`src/rtl/sai_pkg.sv`:
```
package sai_pkg;
   typedef enum logic [1:0] {
      SA_KEEP    = 2'b00,
      SA_INSERT  = 2'b01,
      SA_REPLACE = 2'b10,
      SA_RSVD    = 2'b11
   } sa_mode_e;

   typedef enum logic [1:0] {
      PH_BODY = 2'b00,
      PH_ADDR = 2'b01,
      PH_FCS  = 2'b10
   } sa_phase_e;
endpackage

```
`src/rtl/sai_crc32.sv`:
```
// One-byte update of a reflected CRC-32, unrolled bit by bit.
module sai_crc32 #(
   parameter logic [31:0] POLY = 32'hEDB88320
) (
   input  logic [31:0] crc_in,
   input  logic [7:0]  byte_in,
   output logic [31:0] crc_out
);
   logic [31:0] stage [9];

   assign stage[0] = crc_in ^ {24'h0, byte_in};

   for (genvar b = 0; b < 8; b++) begin : g_bit
      assign stage[b+1] = stage[b][0] ? ((stage[b] >> 1) ^ POLY) : (stage[b] >> 1);
   end

   assign crc_out = stage[8];
endmodule

```
`src/rtl/sai_addr_pick.sv`:
```
// Selects one byte of one of two station addresses.
module sai_addr_pick #(
   parameter int MAC_BYTES = 6,
   localparam int AI_W     = $clog2(MAC_BYTES)
) (
   input  logic [8*MAC_BYTES-1:0] addr0,
   input  logic [8*MAC_BYTES-1:0] addr1,
   input  logic                   sel,
   input  logic [AI_W-1:0]        idx,
   output logic [7:0]             byte_out
);
   logic [8*MAC_BYTES-1:0] chosen;

   assign chosen = sel ? addr1 : addr0;

   always_comb begin
      byte_out = 8'h00;
      for (int k = 0; k < MAC_BYTES; k++) begin
         if (idx == AI_W'(k)) byte_out = chosen[8*k +: 8];
      end
   end
endmodule

```
`src/rtl/sai_ctrl.sv`:
```
// Frame sequencer: body bytes, spliced address bytes, check bytes.
module sai_ctrl
   import sai_pkg::*;
#(
   parameter int MAC_BYTES = 6,
   parameter int FCS_BYTES = 4,
   localparam int AI_W     = $clog2(MAC_BYTES),
   localparam int FI_W     = $clog2(FCS_BYTES),
   localparam int CNT_W    = $clog2(2*MAC_BYTES + 1)
) (
   input  logic            clk,
   input  logic            rst_n,
   input  logic            s_valid,
   input  logic            s_last,
   input  logic            m_ready,
   input  logic            cw_first,
   input  logic [1:0]      cw_mode,
   input  logic            cw_sel,
   output logic            s_ready,
   output logic            m_valid,
   output logic            m_last,
   output logic            beat,
   output sa_phase_e       phase,
   output logic            use_addr,
   output logic            addr_sel,
   output logic [AI_W-1:0] addr_idx,
   output logic [FI_W-1:0] fcs_idx
);
   sa_phase_e         ph_q;
   logic [CNT_W-1:0]  cnt_q;
   logic [AI_W-1:0]   aidx_q;
   logic [FI_W-1:0]   fidx_q;
   sa_mode_e          lmode_q;
   logic              lsel_q;
   logic              pend_q;

   logic              at_start;
   sa_mode_e          cur_mode;
   logic              cur_sel;
   logic              repl_win;
   logic [CNT_W-1:0]  rel_pos;

   assign at_start = (ph_q == PH_BODY) && (cnt_q == '0);
   assign cur_mode = at_start ? (cw_first ? sa_mode_e'(cw_mode) : SA_KEEP) : lmode_q;
   assign cur_sel  = at_start ? cw_sel : lsel_q;
   assign repl_win = (cur_mode == SA_REPLACE) && (cnt_q >= CNT_W'(MAC_BYTES))
                     && (cnt_q < CNT_W'(2*MAC_BYTES));
   assign rel_pos  = cnt_q - CNT_W'(MAC_BYTES);

   always_comb begin
      s_ready = 1'b0;
      m_valid = 1'b0;
      m_last  = 1'b0;
      unique case (ph_q)
         PH_BODY: begin
            m_valid = s_valid;
            s_ready = m_ready;
         end
         PH_ADDR: m_valid = 1'b1;
         default: begin
            m_valid = 1'b1;
            m_last  = (fidx_q == FI_W'(FCS_BYTES-1));
         end
      endcase
   end

   assign beat     = m_valid && m_ready;
   assign phase    = ph_q;
   assign use_addr = (ph_q == PH_ADDR) || ((ph_q == PH_BODY) && repl_win);
   assign addr_sel = cur_sel;
   assign addr_idx = (ph_q == PH_ADDR) ? aidx_q : rel_pos[AI_W-1:0];
   assign fcs_idx  = fidx_q;

   always_ff @(posedge clk or negedge rst_n) begin
      if (!rst_n) begin
         ph_q    <= PH_BODY;
         cnt_q   <= '0;
         aidx_q  <= '0;
         fidx_q  <= '0;
         lmode_q <= SA_KEEP;
         lsel_q  <= 1'b0;
         pend_q  <= 1'b0;
      end else if (beat) begin
         unique case (ph_q)
            PH_BODY: begin
               if (at_start) begin
                  lmode_q <= cur_mode;
                  lsel_q  <= cur_sel;
               end
               if (cnt_q < CNT_W'(2*MAC_BYTES)) cnt_q <= cnt_q + 1'b1;
               if ((cur_mode == SA_INSERT) && (cnt_q == CNT_W'(MAC_BYTES-1))) begin
                  ph_q   <= PH_ADDR;
                  aidx_q <= '0;
                  pend_q <= s_last;
               end else if (s_last) begin
                  ph_q   <= PH_FCS;
                  fidx_q <= '0;
               end
            end
            PH_ADDR: begin
               aidx_q <= aidx_q + 1'b1;
               if (aidx_q == AI_W'(MAC_BYTES-1)) begin
                  ph_q   <= pend_q ? PH_FCS : PH_BODY;
                  fidx_q <= '0;
               end
            end
            default: begin
               fidx_q <= fidx_q + 1'b1;
               if (fidx_q == FI_W'(FCS_BYTES-1)) begin
                  ph_q  <= PH_BODY;
                  cnt_q <= '0;
               end
            end
         endcase
      end
   end
endmodule

```
`src/rtl/eth_sa_editor.sv`:
```
// Streaming source address insert/replace stage with check sequence append.
module eth_sa_editor
   import sai_pkg::*;
#(
   parameter int          MAC_BYTES = 6,
   parameter int          FCS_BYTES = 4,
   parameter logic [31:0] CRC_POLY  = 32'hEDB88320,
   localparam int         AI_W      = $clog2(MAC_BYTES),
   localparam int         FI_W      = $clog2(FCS_BYTES)
) (
   input  logic                   clk,
   input  logic                   rst_n,
   input  logic [7:0]             s_data,
   input  logic                   s_valid,
   input  logic                   s_last,
   output logic                   s_ready,
   input  logic                   cw_first,
   input  logic [1:0]             cw_mode,
   input  logic                   cw_sel,
   input  logic [8*MAC_BYTES-1:0] mac_a0,
   input  logic [8*MAC_BYTES-1:0] mac_a1,
   output logic [7:0]             m_data,
   output logic                   m_valid,
   output logic                   m_last,
   input  logic                   m_ready
);
   if (MAC_BYTES < 2) begin : g_bad_mac
      $error("MAC_BYTES must be at least 2");
   end
   if (FCS_BYTES != 4) begin : g_bad_fcs
      $error("FCS_BYTES must be 4 for a CRC-32 check sequence");
   end

   logic            beat;
   sa_phase_e       phase;
   logic            use_addr;
   logic            addr_sel;
   logic [AI_W-1:0] addr_idx;
   logic [FI_W-1:0] fcs_idx;
   logic [7:0]      addr_byte;
   logic [31:0]     crc_q;
   logic [31:0]     crc_next;
   logic [7:0]      fcs_byte;

   sai_ctrl #(
      .MAC_BYTES(MAC_BYTES),
      .FCS_BYTES(FCS_BYTES)
   ) ctrl_i (
      .clk      (clk),
      .rst_n    (rst_n),
      .s_valid  (s_valid),
      .s_last   (s_last),
      .m_ready  (m_ready),
      .cw_first (cw_first),
      .cw_mode  (cw_mode),
      .cw_sel   (cw_sel),
      .s_ready  (s_ready),
      .m_valid  (m_valid),
      .m_last   (m_last),
      .beat     (beat),
      .phase    (phase),
      .use_addr (use_addr),
      .addr_sel (addr_sel),
      .addr_idx (addr_idx),
      .fcs_idx  (fcs_idx)
   );

   sai_addr_pick #(.MAC_BYTES(MAC_BYTES)) pick_i (
      .addr0    (mac_a0),
      .addr1    (mac_a1),
      .sel      (addr_sel),
      .idx      (addr_idx),
      .byte_out (addr_byte)
   );

   sai_crc32 #(.POLY(CRC_POLY)) crc_i (
      .crc_in  (crc_q),
      .byte_in (m_data),
      .crc_out (crc_next)
   );

   assign fcs_byte = ~crc_q[{fcs_idx, 3'b000} +: 8];

   always_comb begin
      if (phase == PH_FCS) m_data = fcs_byte;
      else if (use_addr)   m_data = addr_byte;
      else                 m_data = s_data;
   end

   always_ff @(posedge clk or negedge rst_n) begin
      if (!rst_n) begin
         crc_q <= '1;
      end else if (beat) begin
         if (phase != PH_FCS) crc_q <= crc_next;
         else if (m_last)     crc_q <= '1;
      end
   end
endmodule

```
`config.mk`:
```
export PLATFORM = sky130hd
export DESIGN_NAME = eth_sa_editor
export DESIGN_NICKNAME = d
export VERILOG_FILES = /design/src/rtl/sai_pkg.sv /design/src/rtl/sai_crc32.sv /design/src/rtl/sai_addr_pick.sv /design/src/rtl/sai_ctrl.sv /design/src/rtl/eth_sa_editor.sv
export SDC_FILE = /design/constraint.sdc
export NUM_CORES = 1
export LEC_CHECK = 0
export BUFFER_PORTS_ARGS = -buffer_cell sky130_fd_sc_hd__buf_2
export CAP_MARGIN = 20
export CELL_PAD_IN_SITES_DETAIL_PLACEMENT = 1
export CELL_PAD_IN_SITES_GLOBAL_PLACEMENT = 2
export CORE_MARGIN = 10
export CORE_UTILIZATION = 34
export DETAILED_ROUTE_END_ITERATION = 16
export GPL_TIMING_DRIVEN = 1
export PLACE_DENSITY_LB_ADDON = 0.1
export SETUP_SLACK_MARGIN = 0.1
export SYNTH_ARGS = -nofsm -noshare
export SYNTH_HDL_FRONTEND = slang
export SYNTH_SLANG_ARGS = --single-unit
```
`constraint.sdc`:
```
create_clock -name clk -period 12.1 [get_ports clk]
set_clock_uncertainty 0.2 [all_clocks]
set_input_delay 1.21 -clock clk [delete_from_list [all_inputs] [get_ports clk]]
set_output_delay 1.21 -clock clk [all_outputs]
set_load 0.1 [all_outputs]
```
# Word-level counts from Yosys, hierarchy flattened
# Cells that the tools add are included.
# word_totals
wordCells	108
regBits	47
# op_classes
n_eq_ne	19
addsub	4
order_cmp	2
n_reduce_logical	22
shifts	1
muxes	41
n_bitwise	11
# ops
cell	count
$mux 32	10
$not 13->14	8
$mux 8	8
$mux 48	1
$shiftx 32x6->8	1
$xor 32x8->32	1
$mux 2	10
$ne 2x2->1 const B	6
$reduce_and 4->1	3
$eq 3x3->1 const B	3
$reduce_and 3->1	3
$mux 4	2
$not 8->8	1
$pmux 2 s2	2
$pmux 4 s2	1
$eq 2x2->1 const B	3
$eq 3x2->1 const B	2
$logic_and 1x1->1	6
$mux 3	2
$pmux 3 s2	1
$reduce_bool 2->1	3
$add 4x1->4 const B	1
$eq 2x1->1 const B	2
$eq 4x3->1 const B	1
16 further kinds	19

# Logic depth before layout (Yosys ltp)
# Gate-level depths: netlist of run 1.
# logic_depth
word_depth	30
depth_mapped	17
mapped_depth_nobuf	13

# Hierarchy
# A second synthesis of run 1 with hierarchy kept.
# unflattened
cells_unflattened	425
area_unflattened_um2	4623.2
# by_module_without_submodules
module	seq_area_each_um2	area_per_inst_um2	cells_each	instances
eth_sa_editor	840.8	1584.0	120	1
sai_ctrl	375.4	1022.2	111	1
sai_crc32	0.0	1014.7	65	1
sai_addr_pick	0.0	1002.2	129	1

# Worst setup path after synthesis of run 1
# Ideal clock, no wire load.
# synth_timing
path_kind	input -> register
from	input port cw_sel
to	register crc_q[19]
t_arrival_ns	4.469
t_required_ns	11.827
stages	12
slack_ns	7.358
path_buffers	1
cell_sequence	nor3b_1 > and2_1 > buf_4 > a2111oi_2 > a311oi_2 > o221ai_2 > a211oi_4 > xnor2_4 > xnor2_2 > xnor2_1 > xnor3_1 > a21oi_1
# synth_between
word_cells_on_any_way	27
classes_between	19 x mux; 8 x bitwise
# synth_rtl
item	line_no	text
start, declared	eth_sa_editor.sv:19	input logic cw_sel,
$mux 1 *	sai_ctrl.sv:45	assign cur_sel = at_start ? cw_sel : lsel_q;
$mux 48 *	sai_addr_pick.sv:14	assign chosen = sel ? addr1 : addr0;
$mux 8 (5 in series)	sai_addr_pick.sv:19	if (idx == AI_W'(k)) byte_out = chosen[8*k +: 8];
$mux 8 *	sai_addr_pick.sv:19	
$mux 8 *	eth_sa_editor.sv:86	else if (use_addr) m_data = addr_byte;
$mux 8 *	eth_sa_editor.sv:85	if (phase == PH_FCS) m_data = fcs_byte;
named net m_data[2]	eth_sa_editor.sv:22	output logic [7:0] m_data,
$xor 32x8->32 *	sai_crc32.sv:11	assign stage[0] = crc_in ^ {24'h0, byte_in};
[... 4 more ...]	--	
$mux 32 * (2 in series)	sai_crc32.sv:14	assign stage[b+1] = stage[b][0] ? ((stage[b] >> 1) ^ POLY) : (stage[b] >> 1);
$not 13->14 (no source line)	--	
$mux 32 *	sai_crc32.sv:14	
$not 13->14 (no source line)	--	
$mux 32 *	sai_crc32.sv:14	
$not 13->14 (no source line)	--	
$mux 32 *	sai_crc32.sv:14	
$mux 32 *	eth_sa_editor.sv:94	if (phase != PH_FCS) crc_q <= crc_next;
end signal, assigned	eth_sa_editor.sv:94	
end, declared	eth_sa_editor.sv:41	logic [31:0] crc_q;
# Mark *: on every way through the listed nets, which the timed path passes. The rest lies on a longest branch.
# A chain may end at the register's enable or synchronous reset.

# Final worst setup path of run 1
# layout_timing
from	register ctrl_i.cnt_q[0]
to	output port m_data[4]
# layout_between
elab_chain_len	12
word_cells_on_any_way	28
classes_between	1 x add/sub; 2 x order compare; 6 x eq/ne; 12 x mux; 7 x reduce/logical
# layout_rtl
item	line_no	text
start, declared	sai_ctrl.sv:30	logic [CNT_W-1:0] cnt_q;
start signal, assigned	sai_ctrl.sv:90	if (cnt_q < CNT_W'(2*MAC_BYTES)) cnt_q <= cnt_q + 1'b1;
parallel branches: the longest is 10 deep, another holds $sub 3x3->3	--	
$mux 8 *	eth_sa_editor.sv:86	
$mux 8 *	eth_sa_editor.sv:85	
end, declared	eth_sa_editor.sv:22	
# Every way passes the cells marked *.

==> results.ini, run 1 <==
[run_status]
run_status=finished, final reports clean

[grt]
grt_pass1_vias=4957
grt_max_degree=33
grt_first_pass_wirelength_mm=29.45
antenna_found_initial=0
overflow=0
track_usage_pct=18.89

[detailed_routing]
dr.pass1.iters=5
wl_met3_um=820
highest_layer=met4
routed_wl_mm=18.81
antenna_left=0
drt_iter0_markers=293
via_count=4657
viasPerCell=5.604
drc=0
met1_length_mm=8.403
post_drt_wl_per_cell_um=22.64
routed-wl-met2_mm=9.393

[clocking]
postCtsSetupBuffers=0
cts_max_path_buffers=2
cts_resized=0
cts-root-buf=clkbuf_16
cts_buffers=5
tritoncts=built
h-tree-depth=2
ctsHoldBuffers=0
path_clk_slew_ns=0.07
cts.sinks=47
clk_latency_ns=0.30

[synthesis]
syn-cell-area_um2=4811
synth_seq_area_share_pct=25.28
synth-edff-count=0
synth_fp_nets=670
ys_seq_elements=47
ys_warn_count=0
ys.flop_type=dfstp_2
avgSynthCellArea_um2=8.747
syn_inst=550
async_flop_share_pct=100.0
synth_cell_type_count=81

[setup_path]
required_ns=10.69
critPathMaxStageDelay_ns=0.78
path_max_fanout=23
crit_path_start_kind=register
critPathSlowestCell=and2_1
crit_arrival_ns=4.20
timing.rr.start=ctrl_i.cnt_q[0]$_DFFE_PN0P_
reg2reg_depth=13
r2r_slack_ns=6.80
worstReg2RegEnd=crc_q[18]$_DFFE_PN1P_
path_cells=inv_1 > ha_1 > nor3b_2 > and2_1 > nor2_2 > o211a_1 > a2111oi_1 > o21ai_2 > buf_2
worstSetupPathType=register to output pin
worst_setup_path_end_kind=output pin

[timing]
min_period_ns=5.614
fin_crit_sh_pct=46.39
slew_violations=0
fmax_mhz=178.1
setup_tns_ns=0
holdWs_ns=0.3162
worst_pin_slew_ns=1.073
rsz0062_at_grt=no
setup_viol=0
finalHoldViolCount=0
maxSlewHeadroom_pct=28.02

[die]
initial_core_util_pct=34.66
rows=43
die_x_um=139.0
die-area_um2=19310
die_y_um=139.0
core-area_um2=13880
ios=124

[final_layout]
final_common_cell=buf_2
final_net_count=770
final_cell_mix=buf_2 (123), nor2_1 (53), a21oi_1 (49)
drive_above_1_share_pct=34.56
post-route-cell-area_um2=5675
syn2layout_area_growth_pct=17.97
n_antenna_cell=0

[worst_hold_path]
min_path_cells=1
min_from=ctrl_i.pend_q$_DFFE_PN0P_
hold_path_end=ctrl_i.pend_q$_DFFE_PN0P_
hp-class=register to register

[placed_design]
port_buffers=123
gp_congestion=0.8647
dpl-instance-area_um2=5512
hpwl_mm=14.82

[run]
cap_violations=0

==> stage by stage <==
step | util (%) | cells | setup WS [ns]
final | 40.89 | 831 | 6.486
after floorplan | - | 550 | 7.358
after detailed placement | 39.71 | 823 | 6.534
after global routing | 40.89 | 831 | 6.291
after global placement | 39.56 | 822 | 6.659
after CTS | 40.89 | 831 | 6.508
==> how the worst max path moves through the flow <==
stage / start / to / slack, ns
after detailed placement: cw_sel / m_data[4] / 6.53
after floorplan: cw_sel / crc_q[19]$_DFFE_PN1P_ / 7.36
after global placement: cw_sel / m_data[7] / 6.66
final: ctrl_i.cnt_q[0]$_DFFE_PN0P_ / m_data[4] / 6.49
after global routing: ctrl_i.cnt_q[0]$_DFFE_PN0P_ / m_data[4] / 6.29
after CTS: cw_sel / m_data[4] / 6.51
==> worst max-delay path, delay by kind of cell (launching register included) <==
family                   cells  cell delay (ns)
AND/OR/NAND/NOR              3             1.52
AO/OA/AOI/OAI                3             1.17
flip-flops                   1             0.54
buffers and inverters        2             0.49
adder cells (fa/ha/maj)      1             0.17
==> logic make-up after synthesis <==
family | Yosys count | share of synthesized area [%]
xor gates and xnor gates | 66 | 16.62
adders and majority gates | 7 | 1.820
and+or+nand+nor | 181 | 18.41
DFF | 47 | 25.28
AOI/OAI and AO/OA | 179 | 26.06
muxes | 20 | 6.372
buffers and inverters | 50 | 5.436
==> state kept, by name, indices dropped and copies added (netlist names) <==
signal,cells
crc_q,32
ctrl_i.cnt_q,4
ctrl_i.aidx_q,3
ctrl_i.fcs_idx,2
ctrl_i.lmode_q,2
ctrl_i.phase,2
ctrl_i.lsel_q,1
ctrl_i.pend_q,1
==> final cells by class <==
type / instances / area, um^2
repair buffers: 128 / 665.6
multi-input cells: 453 / 3348
fillers: 1697 / 8205
clock inverters: 2 / 13.76
clock buffers: 6 / 150.1
flip-flops and latches: 47 / 1216
inverters: 15 / 56.30
well taps: 180 / 225.2
==> cells in the mapped netlist, types with 10 or more instances <==
cell / number / area (um^2)
a31oi_1: 10 / 62.56
o211ai_1: 10 / 75.07
a21oi_1: 51 / 255.2
dfrtp_1: 15 / 375.4
nor2_1: 53 / 198.9
dfstp_2: 32 / 840.8
inv_1: 15 / 56.30
xnor2_1: 31 / 271.5
nand3_1: 37 / 185.2
o21ai_0: 37 / 185.2
xor2_1: 16 / 140.1
nand2_1: 42 / 157.7
buf_4: 11 / 82.58
clkbuf_1: 13 / 48.80
==> routing by layer <==
metal	vias up	track usage [%]
met2	118	32.73
li1	2209	-
met5	-	0
met3	14	3.288
met4	0	3.734
met1	2316	24.01
Power of run 1 is not shown: default switching activity piles up to over one toggle a cycle in this logic, so the estimate is an artifact.
==> run 2, diff against run 1 <==
CORE_UTILIZATION = 32   (was 34)
clock period = 5.35 ns   (was 12.1 ns; I/O delays follow)
==> run 2 against run 1 <==
  * Critical path type is now register to register
  * Register-to-register slack got worse by 6.1 ns
  * Largest cell class unchanged
  * Worst hold slack got worse by 0.18 ns
  * Worst setup slack worse by 5.8 ns
  * Via count increased by 0.34%
==> results.ini, run 2 (synthesized netlist as in run 1, its figures left out) <==
[setup_path]
cpLargestDelayFamily=compound AO/OA/AOI/OAI gates
worst_setup_path_end_kind=register
timing.rr.start=ctrl_i.phase[1]$_DFFE_PN0P_
r2r_slack_ns=0.70
worstSetupPathType=register to register
cp_num_cells=11
path_cells=nand2b_4 > mux2i_1 > nor2_1 > a221o_1 > a2111oi_1 > o21ai_2 > xor2_2 > xor2_2 > xor2_1 > xor3_1 > a21oi_1
worstReg2RegEnd=crc_q[18]$_DFFE_PN1P_
critPathMaxStageDelay_ns=0.86
reg2reg_depth=11
crit_path_start_kind=register
cp.buffers_inverters=0
crit_arrival_ns=4.69
required_ns=5.39
path_max_fanout=28
path_common_cell=xor2_2
critPathSlowestCell=dfrtp_1

[timing]
slew_violations=0
setup_slack_ns=0.7007
finalHoldViolCount=0
fmax_mhz=215.1
setup_viol=0
worst_pin_slew_ns=0.9261
rsz0062_at_grt=no
maxSlewHeadroom_pct=38.12
min_period_ns=4.649
setup_tns_ns=0
fin_crit_sh_pct=86.90

[detailed_routing]
drc=0
post_drt_wl_per_cell_um=22.69
viasPerCell=5.570
via_count=4673
routed_wl_mm=19.04
dr.pass1.iters=4
drt_iter0_markers=247
antenna_left=0

[clocking]
ctsHoldBuffers=0
clk_latency_ns=0.31
h-tree-depth=2
path_clk_slew_ns=0.07
cts_max_path_buffers=2
cts.sinks=47
cts_resized=0
postCtsSetupBuffers=0
cts_buffers=5
cts-root-buf=clkbuf_16
tritoncts=built

[grt]
use_met3_pct=3.814
antenna_found_initial=0
grt_first_pass_wirelength_mm=29.82
grt_pass1_vias=4905
track_usage_pct=18.80
grt-busiest-layer=met2
grt_util_met2_pct=29.72
grt_max_degree=48
overflow=0
met1_usage_pct=26.33

[die]
core-area_um2=14640
die_x_um=142.6
rows=44
die-area_um2=20340
ios=124
die_y_um=142.6
initial_core_util_pct=32.85

[placed_design]
pre_cts_ws_ns=0.5803
port_buffers=123
hpwl_mm=15.22
gp_congestion=0.8371

[final_layout]
final_common_cell=buf_2
syn2layout_area_growth_pct=18.21
drive_above_1_share_pct=34.96
largest_reg_flops=32
n_antenna_cell=0
regMostFlops=crc_q
final_cell_mix=buf_2 (123), nor2_1 (53), a21oi_1 (49)
top_regs=crc_q (32), ctrl_i.cnt_q (4), ctrl_i.aidx_q (3)
final_net_count=774

[run]
cap_violations=0

[run_status]
run_status=finished, final reports clean

[worst_hold_path]
hp-class=input port to asynchronous set/reset pin

[run 2: cell types whose count changed in the layout (fill, tap and decap cells not counted), sizes merged]
cell    previous run  this run
inv               15        16
buf              128       132
clkinv             2         1
[run 2: final cells by class]
type                       instances  area [um^2]
multi-input combinational        453         3348
sequential                        47         1216
clock inverter                     2        13.76
inverter                          15        56.30
timing repair buffer             132        683.2
tap                              184        230.2
clock buffer                       6        138.9
fill                            1776         8957
[run 2: how the worst max path moves through the flow]
stage | to | startpoint
6_report | crc_q[18]$_DFFE_PN1P_ | ctrl_i.phase[1]$_DFFE_PN0P_
4_1_cts | crc_q[18]$_DFFE_PN1P_ | ctrl_i.phase[1]$_DFFE_PN0P_
3_5_place_dp | crc_q[18]$_DFFE_PN1P_ | ctrl_i.phase[1]$_DFFE_PN0P_
3_3_place_gp | crc_q[26]$_DFFE_PN1P_ | ctrl_i.phase[1]$_DFFE_PN0P_
5_1_grt | crc_q[18]$_DFFE_PN1P_ | ctrl_i.phase[1]$_DFFE_PN0P_
2_1_floorplan | crc_q[19]$_DFFE_PN1P_ | ctrl_i.cnt_q[0]$_DFFE_PN0P_
[run 2: stage by stage]
stage | hold slack [ns] | std cells | instance area [um^2] | util [%]
3_5_place_dp | 0.3101 | 831 | 5534 | 37.79
4_1_cts | 0.1525 | 839 | 5687 | 38.83
3_3_place_gp | 0.2956 | 831 | 5534 | 37.79
2_1_floorplan | 0.03941 | 550 | 4811 | -
5_1_grt | 0.1868 | 839 | 5687 | 38.83
6_report | 0.1385 | 839 | 5687 | 38.83
[run 2: metal layers]
layer | part of all wire [%] | routed length, um
met5 | 0 | 0
met4 | 0.62 | 118
met3 | 5.1 | 971
met2 | 45 | 8589
met1 | 49 | 9359
[run 2: worst register-to-register path: stages, from the launching register on]
cell	delay, ns
dfrtp_1	0.86
nand2b_4	0.39
mux2i_1	0.44
nor2_1	0.19
a221o_1	0.38
a2111oi_1	0.58
o21ai_2	0.15
xor2_2	0.37
xor2_2	0.37
xor2_1	0.25
xor3_1	0.26
a21oi_1	0.15
Power of run 2 is left out for the same reason.
